[config.mk]
export PLATFORM = sky130hd
export DESIGN_NAME = pmu_ctr_top
export DESIGN_NICKNAME = d
export VERILOG_FILES = /design/src/rtl/pmu_pkg.sv /design/src/rtl/pmu_evt_ctr.sv /design/src/rtl/pmu_glb_ctl.sv /design/src/rtl/pmu_ctr_top.sv
export SDC_FILE = /design/constraint.sdc
export NUM_CORES = 1
export LEC_CHECK = 0
export ABC_CLOCK_PERIOD_IN_PS = 3600
export BUFFER_PORTS_ARGS = -buffer_cell sky130_fd_sc_hd__buf_2
export CAP_MARGIN = 20
export CORE_AREA = 2 2 189 191
export CTS_CLUSTER_SIZE = 20
export DETAILED_ROUTE_END_ITERATION = 8
export DIE_AREA = 0 0 191 193
export PLACE_DENSITY = 0.76
export SKIP_CTS_REPAIR_TIMING = 1
export SYNTH_ARGS = -nofsm -noshare
export SYNTH_HDL_FRONTEND = slang
export SYNTH_SLANG_ARGS = --single-unit
[constraint.sdc]
create_clock -name clk -period 3.6 [get_ports clk]
set_input_delay 0.72 -clock clk [delete_from_list [all_inputs] [get_ports clk]]
set_output_delay 0.72 -clock clk [all_outputs]
set_load 0.05 [all_outputs]
[src/rtl/pmu_pkg.sv]
package pmu_pkg;

  localparam int PMU_NUM_CTR  = 4;
  localparam int PMU_CTR_W    = 48;
  localparam int PMU_NUM_EVT  = 8;
  localparam int PMU_NUM_CORE = 4;
  localparam int PMU_CSEL_W   = 3;
  localparam int PMU_DATA_W   = 64;
  localparam int PMU_ADDR_W   = 6;

  // register map
  localparam int ADR_GLB      = 'h00;
  localparam int ADR_SUM      = 'h01;
  localparam int ADR_CFG_BASE = 'h08;
  localparam int ADR_VAL_BASE = 'h10;

  // master control word fields
  localparam int GLB_EN_BIT   = 0;
  localparam int GLB_RST_BIT  = 1;
  localparam int GLB_FRZ_BIT  = 2;
  localparam int GLB_CSEL_LSB = 4;

  // per-counter configuration fields
  localparam int CFG_EN_BIT   = 0;
  localparam int CFG_IRQ_BIT  = 1;
  localparam int CFG_SEL_LSB  = 8;

  // one-hot decode of a core index; out-of-range gives all zeros
  function automatic logic [15:0] pmu_sel_onehot(input logic [7:0] sel,
                                                 input int unsigned n);
    logic [15:0] r;
    r = '0;
    for (int k = 0; k < 16; k++) begin
      if ((k < int'(n)) && (int'(sel) == k)) r[k] = 1'b1;
    end
    return r;
  endfunction

endpackage

[src/rtl/pmu_evt_ctr.sv]
module pmu_evt_ctr #(
  parameter int CTR_W   = 48,
  parameter int NUM_EVT = 8,
  parameter int SEL_W   = $clog2(NUM_EVT)
) (
  input  logic               clk,
  input  logic               rst_n,
  input  logic [NUM_EVT-1:0] evt_in,
  input  logic               glb_en,
  input  logic               clr_all,
  input  logic               cfg_wr,
  input  logic               cfg_en_d,
  input  logic               cfg_irq_d,
  input  logic [SEL_W-1:0]   cfg_sel_d,
  input  logic               val_wr,
  input  logic [CTR_W-1:0]   val_d,
  output logic [CTR_W-1:0]   cnt_q,
  output logic               en_q,
  output logic               irq_en_q,
  output logic [SEL_W-1:0]   sel_q,
  output logic               wrap,
  output logic               ovf_req
);

  // increment with carry-out; the carry marks the all-ones to zero step
  function automatic logic [CTR_W:0] inc_carry(input logic [CTR_W-1:0] v);
    return {1'b0, v} + {{CTR_W{1'b0}}, 1'b1};
  endfunction

  logic             evt_sel;
  logic             cnt_step;
  logic [CTR_W:0]   sum_c;

  always_comb begin
    evt_sel = 1'b0;
    for (int k = 0; k < NUM_EVT; k++) begin
      if (int'(sel_q) == k) evt_sel = evt_in[k];
    end
  end

  assign cnt_step = en_q && glb_en && evt_sel && !clr_all && !val_wr;
  assign sum_c    = inc_carry(cnt_q);
  assign wrap     = cnt_step && sum_c[CTR_W];
  assign ovf_req  = wrap && irq_en_q;

  always_ff @(posedge clk or negedge rst_n) begin
    if (!rst_n) begin
      cnt_q <= '0;
    end else if (clr_all) begin
      cnt_q <= '0;
    end else if (val_wr) begin
      cnt_q <= val_d;
    end else if (cnt_step) begin
      cnt_q <= sum_c[CTR_W-1:0];
    end
  end

  always_ff @(posedge clk or negedge rst_n) begin
    if (!rst_n) begin
      en_q     <= 1'b0;
      irq_en_q <= 1'b0;
      sel_q    <= '0;
    end else if (cfg_wr) begin
      en_q     <= cfg_en_d;
      irq_en_q <= cfg_irq_d;
      sel_q    <= cfg_sel_d;
    end
  end

endmodule

[src/rtl/pmu_glb_ctl.sv]
module pmu_glb_ctl
  import pmu_pkg::*;
#(
  parameter int NUM_CTR  = 4,
  parameter int NUM_CORE = 4,
  parameter int CSEL_W   = 3
) (
  input  logic                clk,
  input  logic                rst_n,
  input  logic                glb_wr,
  input  logic                en_d,
  input  logic                rst_d,
  input  logic                frz_d,
  input  logic [CSEL_W-1:0]   csel_d,
  input  logic                sum_wr,
  input  logic [NUM_CTR-1:0]  sum_clr_d,
  input  logic [NUM_CTR-1:0]  ovf_req,
  output logic                glb_en,
  output logic                rst_all_q,
  output logic                freeze_all,
  output logic [CSEL_W-1:0]   core_sel,
  output logic [NUM_CTR-1:0]  summary,
  output logic [NUM_CORE-1:0] irq,
  output logic                ovf_hit
);

  logic [NUM_CTR-1:0]  sum_nxt;
  logic [15:0]         core_oh;

  assign ovf_hit = |ovf_req;
  assign core_oh = pmu_sel_onehot(8'(core_sel), NUM_CORE);

  always_comb begin
    sum_nxt = summary;
    if (sum_wr)    sum_nxt = sum_nxt & ~sum_clr_d;
    if (rst_all_q) sum_nxt = '0;
    sum_nxt = sum_nxt | ovf_req;
  end

  always_ff @(posedge clk or negedge rst_n) begin
    if (!rst_n) begin
      glb_en     <= 1'b0;
      rst_all_q  <= 1'b0;
      freeze_all <= 1'b0;
      core_sel   <= '0;
    end else begin
      rst_all_q <= glb_wr && rst_d;
      if (glb_wr) begin
        glb_en     <= en_d;
        freeze_all <= frz_d;
        core_sel   <= csel_d;
      end
      if (ovf_hit && freeze_all) glb_en <= 1'b0;
    end
  end

  always_ff @(posedge clk or negedge rst_n) begin
    if (!rst_n) begin
      summary <= '0;
      irq     <= '0;
    end else begin
      summary <= sum_nxt;
      irq     <= ovf_hit ? core_oh[NUM_CORE-1:0] : '0;
    end
  end

endmodule

[src/rtl/pmu_ctr_top.sv]
module pmu_ctr_top
  import pmu_pkg::*;
#(
  parameter int NUM_CTR  = PMU_NUM_CTR,
  parameter int CTR_W    = PMU_CTR_W,
  parameter int NUM_EVT  = PMU_NUM_EVT,
  parameter int NUM_CORE = PMU_NUM_CORE,
  parameter int CSEL_W   = PMU_CSEL_W,
  parameter int DATA_W   = PMU_DATA_W,
  parameter int ADDR_W   = PMU_ADDR_W
) (
  input  logic                     clk,
  input  logic                     rst_n,
  input  logic [NUM_EVT-1:0]       evt_in,
  input  logic                     reg_wr,
  input  logic [ADDR_W-1:0]        reg_addr,
  input  logic [DATA_W-1:0]        reg_wdata,
  output logic [DATA_W-1:0]        reg_rdata,
  output logic [NUM_CTR*CTR_W-1:0] ctr_val,
  output logic [NUM_CTR-1:0]       ovf_summary,
  output logic [NUM_CORE-1:0]      irq
);

  localparam int SEL_W = $clog2(NUM_EVT);

  // named internal events, used by the checker
  logic                glb_wr;
  logic                sum_wr;
  logic [NUM_CTR-1:0]  cfg_wr;
  logic [NUM_CTR-1:0]  val_wr;
  logic [NUM_CTR-1:0]  ctr_wrap;
  logic [NUM_CTR-1:0]  ovf_req;
  logic                ovf_hit;
  logic                glb_en;
  logic                rst_all_q;
  logic                freeze_all;
  logic [CSEL_W-1:0]   core_sel;

  logic [CTR_W-1:0]    cnt_q   [NUM_CTR];
  logic                en_q    [NUM_CTR];
  logic                irqen_q [NUM_CTR];
  logic [SEL_W-1:0]    sel_q   [NUM_CTR];

  assign glb_wr = reg_wr && (int'(reg_addr) == ADR_GLB);
  assign sum_wr = reg_wr && (int'(reg_addr) == ADR_SUM);

  for (genvar i = 0; i < NUM_CTR; i++) begin : g_ctr
    assign cfg_wr[i] = reg_wr && (int'(reg_addr) == ADR_CFG_BASE + i);
    assign val_wr[i] = reg_wr && (int'(reg_addr) == ADR_VAL_BASE + i);

    pmu_evt_ctr #(
      .CTR_W   (CTR_W),
      .NUM_EVT (NUM_EVT),
      .SEL_W   (SEL_W)
    ) u_ctr (
      .clk       (clk),
      .rst_n     (rst_n),
      .evt_in    (evt_in),
      .glb_en    (glb_en),
      .clr_all   (rst_all_q),
      .cfg_wr    (cfg_wr[i]),
      .cfg_en_d  (reg_wdata[CFG_EN_BIT]),
      .cfg_irq_d (reg_wdata[CFG_IRQ_BIT]),
      .cfg_sel_d (reg_wdata[CFG_SEL_LSB +: SEL_W]),
      .val_wr    (val_wr[i]),
      .val_d     (reg_wdata[CTR_W-1:0]),
      .cnt_q     (cnt_q[i]),
      .en_q      (en_q[i]),
      .irq_en_q  (irqen_q[i]),
      .sel_q     (sel_q[i]),
      .wrap      (ctr_wrap[i]),
      .ovf_req   (ovf_req[i])
    );

    assign ctr_val[i*CTR_W +: CTR_W] = cnt_q[i];
  end

  pmu_glb_ctl #(
    .NUM_CTR  (NUM_CTR),
    .NUM_CORE (NUM_CORE),
    .CSEL_W   (CSEL_W)
  ) u_glb (
    .clk        (clk),
    .rst_n      (rst_n),
    .glb_wr     (glb_wr),
    .en_d       (reg_wdata[GLB_EN_BIT]),
    .rst_d      (reg_wdata[GLB_RST_BIT]),
    .frz_d      (reg_wdata[GLB_FRZ_BIT]),
    .csel_d     (reg_wdata[GLB_CSEL_LSB +: CSEL_W]),
    .sum_wr     (sum_wr),
    .sum_clr_d  (reg_wdata[NUM_CTR-1:0]),
    .ovf_req    (ovf_req),
    .glb_en     (glb_en),
    .rst_all_q  (rst_all_q),
    .freeze_all (freeze_all),
    .core_sel   (core_sel),
    .summary    (ovf_summary),
    .irq        (irq),
    .ovf_hit    (ovf_hit)
  );

  // read mux
  always_comb begin
    reg_rdata = '0;
    if (int'(reg_addr) == ADR_GLB) begin
      reg_rdata[GLB_EN_BIT]                 = glb_en;
      reg_rdata[GLB_RST_BIT]                = rst_all_q;
      reg_rdata[GLB_FRZ_BIT]                = freeze_all;
      reg_rdata[GLB_CSEL_LSB +: CSEL_W]     = core_sel;
    end else if (int'(reg_addr) == ADR_SUM) begin
      reg_rdata[NUM_CTR-1:0] = ovf_summary;
    end
    for (int i = 0; i < NUM_CTR; i++) begin
      if (int'(reg_addr) == ADR_CFG_BASE + i) begin
        reg_rdata[CFG_EN_BIT]             = en_q[i];
        reg_rdata[CFG_IRQ_BIT]            = irqen_q[i];
        reg_rdata[CFG_SEL_LSB +: SEL_W]   = sel_q[i];
      end
      if (int'(reg_addr) == ADR_VAL_BASE + i) begin
        reg_rdata[CTR_W-1:0] = cnt_q[i];
      end
    end
  end

endmodule

== Word level (Yosys, flattened, before mapping) ==
Cells that the tools add are included.

* Bits in registers: 226
* Output and inout port bits: 264
* Logic and storage cells: 192
* Input port bits: 81

* Add/sub/neg operators: 4
* Bitwise operators: 3
* Reduce and logical (&&, ||, !) cells: 53
* Equality and inequality tests: 40
* Multiplexer cells: 70

{| class="wikitable"
|+ Operators with widths
! kind !! number
|-
| $mux W48 || 16
|-
| $add A48 B1 Y49 const B || 4
|-
| $eq A3 B3 Y1 const B || 18
|-
| $mux W1 || 39
|-
| $logic_and A1 B1 Y1 || 36
|-
| $eq A3 B2 Y1 const B || 9
|-
| $eq A6 B5 Y1 const B || 4
|-
| $eq A6 B6 Y1 const B || 4
|-
| $mux W4 || 5
|-
| $mux W3 || 6
|-
| $logic_not A3 Y1 || 5
|-
| $eq A3 B1 Y1 const B || 4
|-
| $reduce_bool A3 Y1 || 4
|-
| $mux W2 || 4
|-
| $eq A6 B2 Y1 const B || 1
|-
| $logic_not A6 Y1 || 1
|-
| $logic_not A1 Y1 || 5
|-
| $and A4 B4 Y4 || 1
|-
| $not A4 Y4 || 1
|-
| $or A4 B4 Y4 || 1
|-
| $reduce_or A4 Y1 || 1
|-
| $reduce_bool A2 Y1 || 1
|}

== Logic depth before layout (Yosys ltp) ==
Gate-level depths: netlist of run 1.

* Word-level depth: 17
* Mapped depth: 9
* Mapped depth without buffers: 7

== Hierarchy ==
A second synthesis of run 1 with hierarchy kept.

* Cells, all modules: 1895
* Area total of the unflattened synthesis: 16786.1 um^2

{| class="wikitable"
|+ Modules (own cells, without submodules)
! module !! area an instance (um^2) !! times used !! cells an instance !! sequential area each (um^2)
|-
| pmu_evt_ctr || 3527.1 || 4 || 404 || 1326.3
|-
| pmu_ctr_top || 2144.6 || 1 || 241 || 0.0
|-
| pmu_glb_ctl || 533.0 || 1 || 38 || 350.3
|}

== Worst setup path before layout of run 1 ==
Ideal clock, no wire load.

* Kind: input -> output
* Start: input port reg_addr[3]
* End: output port reg_rdata[1]
* Stages: 8
* Slack: -0.256 ns
* Required time: 2.880 ns
* Buffers on the path: 2
* Arrival time: 3.136 ns
* Cell sequence: clkbuf_1 nor4b_1 clkbuf_1 nand2_1 o21ai_0 a31oi_1 a211o_1 a21oi_1

* Longest elaborated chain between the ends: 12
* Elaborated cells between the ends (all ways): 21
* Those cells by class: 9 x eq/ne; 11 x mux; 1 x reduce/logical

{| class="wikitable"
|+ RTL lines
! what !! RTL line !! source
|-
| from (decl) || pmu_ctr_top.sv:16 || <nowiki>input logic [ADDR_W-1:0] reg_addr,</nowiki>
|-
| $eq A6 B2 Y1 || pmu_ctr_top.sv:110 || <nowiki>end else if (int'(reg_addr) == ADR_SUM) begin</nowiki>
|-
| $mux W4 || pmu_ctr_top.sv:110 ||
|-
| $mux W4 || pmu_ctr_top.sv:105 || <nowiki>if (int'(reg_addr) == ADR_GLB) begin</nowiki>
|-
| $mux W3 || pmu_ctr_top.sv:105 ||
|-
| $mux W2 || pmu_ctr_top.sv:114 || <nowiki>if (int'(reg_addr) == ADR_CFG_BASE + i) begin</nowiki>
|-
| $mux W48 || pmu_ctr_top.sv:119 || <nowiki>if (int'(reg_addr) == ADR_VAL_BASE + i) begin</nowiki>
|-
| $mux W2 || pmu_ctr_top.sv:114 ||
|-
| $mux W48 || pmu_ctr_top.sv:119 ||
|-
| $mux W2 || pmu_ctr_top.sv:114 ||
|-
| $mux W48 || pmu_ctr_top.sv:119 ||
|-
| $mux W2 || pmu_ctr_top.sv:114 ||
|-
| $mux W48 * || pmu_ctr_top.sv:119 ||
|-
| to (decl) || pmu_ctr_top.sv:18 || <nowiki>output logic [DATA_W-1:0] reg_rdata,</nowiki>
|}

Every way passes the cells marked *; elsewhere a longest branch is shown, timed or not. The select of a mux whose other input is x is not followed.

== Worst setup path after layout of run 1 ==
* Start: input port reg_addr[3]
* End: output port reg_rdata[9]

* Longest elaborated chain between the ends: 9
* Elaborated cells between the ends (all ways): 16
* Those cells by class: 8 x eq/ne; 8 x mux

{| class="wikitable"
|+ RTL lines
! what !! RTL line
|-
| $eq A6 B5 Y1 || pmu_ctr_top.sv:114
|-
| $mux W3 || pmu_ctr_top.sv:114
|-
| $mux W48 || pmu_ctr_top.sv:119
|-
| $mux W3 || pmu_ctr_top.sv:114
|-
| $mux W48 || pmu_ctr_top.sv:119
|-
| $mux W3 || pmu_ctr_top.sv:114
|-
| $mux W48 || pmu_ctr_top.sv:119
|-
| $mux W3 || pmu_ctr_top.sv:114
|-
| $mux W48 * || pmu_ctr_top.sv:119
|}

Every way passes the cells marked *; elsewhere a longest branch is shown, timed or not.

==> out/qor.log, run 1 <==
[placement] cell count after placement 2,444
[global_routing] pin count of the biggest net entering global routing 89
[synthesis] register bit count reported by yosys 226
[synthesis] most numerous cell in the Yosys netlist sky130_fd_sc_hd__nor2_1
[clock_network] cts bufs inserted 27
[power_and_ir_drop] peak supply drop 0.000404 V
[routing] total wire length 61.0 mm
[power_and_ir_drop] cell leakage power 7.89 nW
[routing] remaining routing DRC violations 0
[finish] Synth-to-Final Area Change 20.2%
[routing] total number of vias 16,055
[floorplan] top-level port count 345
[global_routing] antenna violations before repair 2
[timing] final period utilization 0.958
[timing] minimum period implied by the final worst setup slack 3.45 ns
[power_and_ir_drop] power density cells 578 nW/um^2
[routing] via density per instance 6.44
[setup_path] CP Max Fanout 10
[setup_path] kind of critical path primary input to primary output
[timing] worst-margin pin slew 0.909 ns
[floorplan] Core Footprint 35,000 sq um
[placement] global placer's final weighted congestion 0.977
[synthesis] distinct cell type count after synthesis 70
[synthesis] Top FF cell, synth sky130_fd_sc_hd__dfrtp_1
[synthesis] warnings from Yosys 0
[run] max-capacitance violation count 0
[global_routing] aggregate global routing overflow 0
[clock_network] Clk Tree Root Cell sky130_fd_sc_hd__clkbuf_16
[routing] post-DR wirelength/cell 24.5 um
[floorplan] Total Die Area 36,900 sq um
[clock_network] H-tree lvl count 1
[power_and_ir_drop] sum of internal, switching and leakage power 0.0107 W
[global_routing] vias in the first global route 14,924
[synthesis] Synth area leader sky130_fd_sc_hd__dfrtp_1
[global_routing] Global Route Usage Sum 0.325
[finish] count of filler cells inserted in the layout 3,246
[setup_path] depth of the worst register-to-register path 6
[global_routing] first-pass GRT wire length 91.0 mm
[synthesis] number of flops mapped to enable cells by yosys 0
[timing] max-slew violation count 0
[clock_network] clock tree sinks 226
[finish] net count of the finished layout 2,097
[synthesis] post-synthesis async set-or-reset flop share 1.00
[finish] Multi-input gate area 9180 sq um
[synthesis] post-synthesis cell area 15,400 sq um
[routing] DRT antenna net count 0
[synthesis] share of the synthesized area in the top cell type 0.366
[setup_path] nature of the critical path endpoint primary output
[clock_network] clock-pin transition on the worst setup and hold timing paths 0.06 ns
[clock_network] latest clock arrival within the worst-skew pair 0.54 ns
[clock_network] Max clock buf depth 3
[run_status] run status completed
[timing] number of hold-slack violations in the final timing report 0
[setup_path] Critical Path RT 2.88 ns
[setup_path] worst path arrival time 2.73 ns
[finish] flip-flop and latch area 5660 sq um
[floorplan] effective utilization at floorplan 0.441
[synthesis] most area-consuming cells after synthesis sky130_fd_sc_hd__dfrtp_1 37%, sky130_fd_sc_hd__a211oi_1 7.5%, sky130_fd_sc_hd__mux4_2 5.5%
[placement] count of input and output buffers 312
[synthesis] top cells by instance count after synthesis 228 x sky130_fd_sc_hd__nor2_1, 226 x sky130_fd_sc_hd__dfrtp_1, 154 x sky130_fd_sc_hd__a211oi_1
[min_path] kind of path behind the tightest hold check primary input to asynchronous set/reset pin
[floorplan] Die W 191 um
[timing] headroom to the max-slew limit 0.394
[finish] filler-free cell count of the finished design 2,492
[timing] peak clock frequency supported by timing 290 MHz
[routing] iteration-0 DRC count of the detailed router 2,019
[timing] skew final 0.0160 ns
[placement] detailed placer's ending HPWL 44.9 mm
[timing] final setup violating endpoints 0
[clock_network] clock tree from TritonCTS done
[timing] final sum of negative setup slack 0 ns
[synthesis] Post-Syn Instances 1,727
[floorplan] FP Rows 69
[setup_path] CP Launch Type primary input
[floorplan] die outline height 193 um
[synthesis] synthesized area divided by synthesized cell count 8.94 sq um
[finish] proportion of layout cells with a drive suffix above 1 0.261
[routing] number of search-and-repair iterations in the first detailed-routing pass 6
[synthesis] sequential-to-total area share from yosys stat 0.366
[timing] setup repair after global routing missed its margin false
## final timing paths
path / start / endpoint / slack [ns]
max in group asynchronous: rst_n / g_ctr[1].u_ctr.cnt_q[20] / 2.56
max reg2reg: g_ctr[0].u_ctr.cnt_q[2] / u_glb.irq[2] / 0.49
min: rst_n / g_ctr[0].u_ctr.cnt_q[45] / 0.21
max: reg_addr[3] / reg_rdata[9] / 0.15
min in group clk: reg_wdata[26] / g_ctr[0].u_ctr.cnt_q[26] / 0.48
min reg2reg: u_glb.core_sel[0] / u_glb.irq[2] / 0.54
## sequential cells by signal (all words and copies together), names as in the netlist
| name | cells |
|---|---|
| g_ctr.u_ctr.sel_q | 12 |
| u_glb.glb_en | 1 |
| u_glb.irq | 4 |
| g_ctr.u_ctr.en_q | 4 |
| g_ctr.u_ctr.cnt_q | 192 |
| u_glb.core_sel | 3 |
| u_glb.rst_all_q | 1 |
| u_glb.summary | 4 |
| u_glb.freeze_all | 1 |
| g_ctr.u_ctr.irq_en_q | 4 |
## worst max-delay path: stages
cell and delay [ns]:
sky130_fd_sc_hd__buf_2 0.16, sky130_fd_sc_hd__or4b_1 0.56, sky130_fd_sc_hd__nor2_1 0.26, sky130_fd_sc_hd__nand2_1 0.10, sky130_fd_sc_hd__a221o_1 0.32, sky130_fd_sc_hd__a32o_1 0.24
sky130_fd_sc_hd__a21oi_2 0.10, sky130_fd_sc_hd__buf_2 0.27
## cell usage in the layout, fill, tap and decap left out, types with 28 or more instances in the layout
cell,n
sky130_fd_sc_hd__and4_1,28
sky130_fd_sc_hd__and2_1,44
sky130_fd_sc_hd__inv_1,28
sky130_fd_sc_hd__nand3_1,80
sky130_fd_sc_hd__o21ai_0,37
sky130_fd_sc_hd__nand2_1,102
sky130_fd_sc_hd__xnor2_1,71
sky130_fd_sc_hd__a211oi_1,154
sky130_fd_sc_hd__nor2_1,228
sky130_fd_sc_hd__nor4_1,37
sky130_fd_sc_hd__mux2_2,37
sky130_fd_sc_hd__nor3_1,54
sky130_fd_sc_hd__buf_4,71
sky130_fd_sc_hd__mux4_2,38
sky130_fd_sc_hd__nand4_1,90
sky130_fd_sc_hd__dfrtp_1,225
sky130_fd_sc_hd__buf_2,310
sky130_fd_sc_hd__and3_1,35
sky130_fd_sc_hd__xor2_1,86
## stage by stage
step	instance area, sq um	setup WS (ns)	util	hold WS [ns]
2_1_floorplan	15500	0.0000944	-	0.424
3_3_place_gp	17700	0.198	0.506	0.510
3_5_place_dp	17700	0.214	0.506	0.521
4_1_cts	18500	0.201	0.530	0.233
5_1_grt	18500	0.0459	0.530	0.269
6_report	18500	0.151	0.530	0.208
## final cells by class
cell class                 count  area share
multi-input combinational   1344       0.495
sequential                   226       0.305
timing repair buffer         385       0.116
clock buffer                  37      0.0422
tap                          461      0.0311
inverter                      28     0.00567
clock inverter                10     0.00418
antenna                        1    0.000135
## kinds of logic after synthesis
logic type | Yosys count | share of synthesized area
compound gates | 302 | 0.143
other cells | 1 | 0.000243
flops | 226 | 0.366
buf+inv | 172 | 0.0468
xor+xnor | 157 | 0.0891
mux | 92 | 0.0935
fa+ha+maj | 4 | 0.00324
simple gates | 773 | 0.258
## power breakdown
group	leakage (nW)	internal, W	switching [W]
Clock	0.432	0.00158	0.00112
Combinational	4.59	0.00120	0.00273
Sequential	2.86	0.00305	0.00105
## layer usage
| metal | up-vias | wire length, um | track usage |
|---|---|---|---|
| li1 | 6991 | - | - |
| met1 | 7811 | 24100 | 0.445 |
| met2 | 1048 | 27700 | 0.514 |
| met3 | 203 | 6090 | 0.0416 |
| met4 | 2 | 3080 | 0.150 |
| met5 | - | 14 | 0 |
Note: power is estimated with default switching activity, not from simulation.
==> run 2, diff against run 1 <==
--- a/config.mk
+++ b/config.mk
@@ -5,13 +5,14 @@
 export SDC_FILE = /design/constraint.sdc
 export NUM_CORES = 1
 export LEC_CHECK = 0
+export ABC_AREA = 1
 export ABC_CLOCK_PERIOD_IN_PS = 3600
 export BUFFER_PORTS_ARGS = -buffer_cell sky130_fd_sc_hd__buf_2
 export CAP_MARGIN = 20
-export CORE_AREA = 2 2 189 191
+export CORE_AREA = 2 2 200 202
 export CTS_CLUSTER_SIZE = 20
 export DETAILED_ROUTE_END_ITERATION = 8
-export DIE_AREA = 0 0 191 193
+export DIE_AREA = 0 0 202 204
 export PLACE_DENSITY = 0.76
 export SKIP_CTS_REPAIR_TIMING = 1
 export SYNTH_ARGS = -nofsm -noshare
==> run 2 against run 1 <==
  * Worst setup slack lost 0.021 ns
  * Sequential power grew 31%
  * Global-route usage grew 12 points
  * Non-clock buffer count shrank 29
  * Cell area grew 11%
  * Sequential share of layout area shrank 2.9 points
  * Fmax shrank 0.61%
  * Die area grew 12%
  * First-iteration DRC count grew 33%
  * Critical path type unchanged
  * Critical endpoint is now reg_rdata[16]
  * Largest power group is now combinational logic
==> out/qor.log, run 2 <==
[floorplan] FP Rows 73
[synthesis] share of the synthesized area in the top cell type 0.327
[routing] number of search-and-repair iterations in the first detailed-routing pass 6
[setup_path] CP Launch Type primary input
[power_and_ir_drop] cell leakage power 9.85 nW
[setup_path] kind of critical path primary input to primary output
[synthesis] post-synthesis cell area 17,300 sq um
[clock_network] H-tree lvl count 1
[synthesis] number of flops mapped to enable cells by yosys 0
[floorplan] effective utilization at floorplan 0.442
[routing] total wire length 94.9 mm
[synthesis] Top FF cell, synth sky130_fd_sc_hd__dfrtp_1
[floorplan] Die W 202 um
[setup_path] Critical Path RT 2.88 ns
[routing] post-DR wirelength/cell 27.6 um
[routing] routed length on met1 36.5 mm
[routing] iteration-0 DRC count of the detailed router 2,679
[synthesis] warnings from Yosys 0
[finish] net count of the finished layout 2,969
[finish] commonest non-fill, non-tap cell in the layout sky130_fd_sc_hd__nand2_1
[run] max-capacitance violation count 0
[finish] largest register by flop count g_ctr.u_ctr.cnt_q
[power_and_ir_drop] peak supply drop 0.000648 V
[placement] global placer's final weighted congestion 1.07
[synthesis] top cells by instance count after synthesis 674 x sky130_fd_sc_hd__nand2_1, 284 x sky130_fd_sc_hd__inv_1, 226 x sky130_fd_sc_hd__dfrtp_1
[placement] detailed placer's ending HPWL 71.5 mm
[setup_path] Critical R2R Capture u_glb.irq[3]
[clock_network] latest clock arrival within the worst-skew pair 0.58 ns
[finish] proportion of layout cells with a drive suffix above 1 0.158
[placement] cell count after placement 3,378
[clock_network] Max clock buf depth 3
[timing] peak clock frequency supported by timing 288 MHz
[timing] final worst slack 0.129 ns
[timing] headroom to the max-slew limit 0.430
[timing] minimum period implied by the final worst setup slack 3.47 ns
[setup_path] internal reg-to-reg setup slack 0.42 ns
[synthesis] mux contribution to synthesized area 0.000650
[timing] final setup violating endpoints 0
[synthesis] post-synthesis share of cell area spent on xor and xnor gates 0.0516
[synthesis] synthesized area divided by synthesized cell count 6.66 sq um
[global_routing] aggregate global routing overflow 0
[global_routing] first-pass GRT wire length 134 mm
[placement] pre-CTS WS 0.232 ns
[global_routing] pin count of the biggest net entering global routing 84
[clock_network] cts bufs inserted 29
[synthesis] sequential-to-total area share from yosys stat 0.327
[synthesis] Synth area leader sky130_fd_sc_hd__dfrtp_1
[setup_path] CP Max Fanout 21
[timing] final period utilization 0.964
[clock_network] Clk Tree Root Cell sky130_fd_sc_hd__clkbuf_16
[finish] Synth-to-Final Area Change 18.5%
[setup_path] slowest cell on the critical path sky130_fd_sc_hd__o221ai_1
[routing] via density per instance 6.16
[routing] Met3 Routed Length 12.8 mm
[timing] worst-margin pin slew 0.855 ns
[finish] top library cells by usage in the layout, fill and taps aside 674 x sky130_fd_sc_hd__nand2_1, 303 x sky130_fd_sc_hd__buf_2, 283 x sky130_fd_sc_hd__inv_1
[setup_path] worst path cell trace buf_2 -> nor2_4 -> nand3_4 -> nor2_8 -> inv_1 -> o221ai_1 -> buf_2
[clock_network] clock-pin transition on the worst setup and hold timing paths 0.05 ns
[timing] setup repair after global routing missed its margin false
[placement] count of input and output buffers 312
[synthesis] most numerous cell in the Yosys netlist sky130_fd_sc_hd__nand2_1
[finish] leading registers by flop count g_ctr.u_ctr.cnt_q x192, g_ctr.u_ctr.sel_q x12
[timing] number of hold-slack violations in the final timing report 0
[setup_path] critical register-to-register path startpoint g_ctr[2].u_ctr.cnt_q[1]
[synthesis] most area-consuming cells after synthesis sky130_fd_sc_hd__dfrtp_1 33%, sky130_fd_sc_hd__nand2_1 15%, sky130_fd_sc_hd__inv_1 6.2%
[floorplan] Core Footprint 39,200 sq um
[timing] max-slew violation count 0
[synthesis] distinct cell type count after synthesis 53
[setup_path] depth of the worst register-to-register path 11
[synthesis] dominant combinational cell family by area after synthesis simple AND/OR/NAND/NOR gates
[synthesis] Post-Syn Instances 2,598
[finish] number of flip-flops in the largest register 192
[synthesis] area fraction in and, or, nand and nor cells after synthesis 0.322
[finish] filler-free cell count of the finished design 3,439
[synthesis] post-synthesis adder-cell area fraction 0.00289
[global_routing] antenna violations before repair 8
[floorplan] die outline height 204 um
[setup_path] stage delay of the slowest cell on the critical path 0.60 ns
[clock_network] clock tree sinks 226
[routing] routed length on met2 38.9 mm
[routing] DRT antenna net count 0
[setup_path] worst path arrival time 2.75 ns
[min_path] kind of path behind the tightest hold check primary input to asynchronous set/reset pin
[synthesis] register bit count reported by yosys 226
[synthesis] post-synthesis async set-or-reset flop share 1.00
[routing] remaining routing DRC violations 0
[setup_path] most used cell along the critical path sky130_fd_sc_hd__buf_2
[run_status] run status completed
[routing] total number of vias 21,188
[setup_path] nature of the critical path endpoint primary output
[global_routing] Global Route Usage Sum 0.447
[floorplan] top-level port count 345
[clock_network] clock tree from TritonCTS done
[finish] count of filler cells inserted in the layout 3,968
[global_routing] vias in the first global route 19,270
[timing] final sum of negative setup slack 0 ns
[power_and_ir_drop] power density cells 836 nW/um^2
[floorplan] Total Die Area 41,200 sq um
[synthesis] compound-cell area share of the yosys netlist 0.198
[timing] skew final 0.0177 ns
[routing] highest routed metal layer met5
run 2: changes by cell type in the layout (fill, tap and decap cells not counted), moves of 36 or more:
cell                       before  now
sky130_fd_sc_hd__o21ai_0       37  204
sky130_fd_sc_hd__nand2_1      102  674
sky130_fd_sc_hd__inv_1         28  283
sky130_fd_sc_hd__mux2_2        37    1
sky130_fd_sc_hd__xnor2_1       71    6
sky130_fd_sc_hd__o211ai_1       6   68
sky130_fd_sc_hd__a21oi_1       22  133
sky130_fd_sc_hd__mux4_2        38    0
sky130_fd_sc_hd__o22ai_1        7   81
sky130_fd_sc_hd__nor3_1        54   96
sky130_fd_sc_hd__a211oi_1     154    0
sky130_fd_sc_hd__and2_1        44    2
sky130_fd_sc_hd__nand3_1       80  144
sky130_fd_sc_hd__nand4_1       90   40
run 2: worst max-delay path by stage:
| stage | start | cells past startpoint | end | slack [ns] |
|---|---|---|---|---|
| 2_1_floorplan | reg_addr[3] | 6 | reg_rdata[0] | 0.49 |
| 3_3_place_gp | reg_addr[3] | 10 | reg_rdata[2] | 0.27 |
| 3_5_place_dp | reg_addr[3] | 10 | reg_rdata[2] | 0.23 |
| 4_1_cts | reg_addr[3] | 10 | reg_rdata[2] | 0.23 |
| 5_1_grt | reg_addr[3] | 12 | reg_rdata[0] | 0.17 |
| 6_report | reg_addr[3] | 7 | reg_rdata[16] | 0.13 |
run 2: cell families (layout without fill, tap and decap cells):
family / after synthesis / count (layout)
XOR/XNOR: 102 / 102
other: 1 / 25
AO/OA/AOI/OAI: 588 / 588
flip-flops: 226 / 226
AND/OR/NAND/NOR: 1260 / 1260
adder cells (fa/ha/maj): 4 / 4
multiplexers: 1 / 1
buffers and inverters: 416 / 708
run 2: area by class of cell:
class                           count  area, sq um  area share
Antenna cell                        9         22.5     0.00110
Clock buffer                       45          866      0.0422
Clock inverter                      7         85.1     0.00415
Inverter                          300         1130      0.0553
Multi-Input combinational cell   1971        10000       0.488
Sequential cell                   226         5660       0.276
Tap cell                          525          657      0.0320
Timing Repair Buffer              356         2070       0.101
run 2: layer usage:
metal,vias up,global-route usage
met2,1518,0.634
li1,9325,-
met5,-,0
met4,6,0.275
met1,10078,0.596
met3,261,0.134
run 2: where the power goes:
group	total (W)	internal, W	switching, W
Combinational	0.00876	0.00205	0.00672
Sequential	0.00536	0.00342	0.00193
Clock	0.00303	0.00178	0.00125
run 2: through the flow:
step | power, W | utilization | cell area (sq um) | hold slack [ns]
6_report | 0.0171 | 0.523 | 20500 | 0.132
5_1_grt | 0.0178 | 0.523 | 20500 | 0.187
4_1_cts | 0.0169 | 0.523 | 20500 | 0.179
3_3_place_gp | 0.0137 | 0.499 | 19500 | 0.457
2_1_floorplan | 0.0107 | - | 17400 | 0.424
3_5_place_dp | 0.0138 | 0.499 | 19500 | 0.459
run 2: critical path, delay by kind of cell:
family	cells	cell delay, ns
AOI/OAI and AO/OA	1	0.60
buffers and inverters	3	0.85
and+or+nand+nor	3	0.57
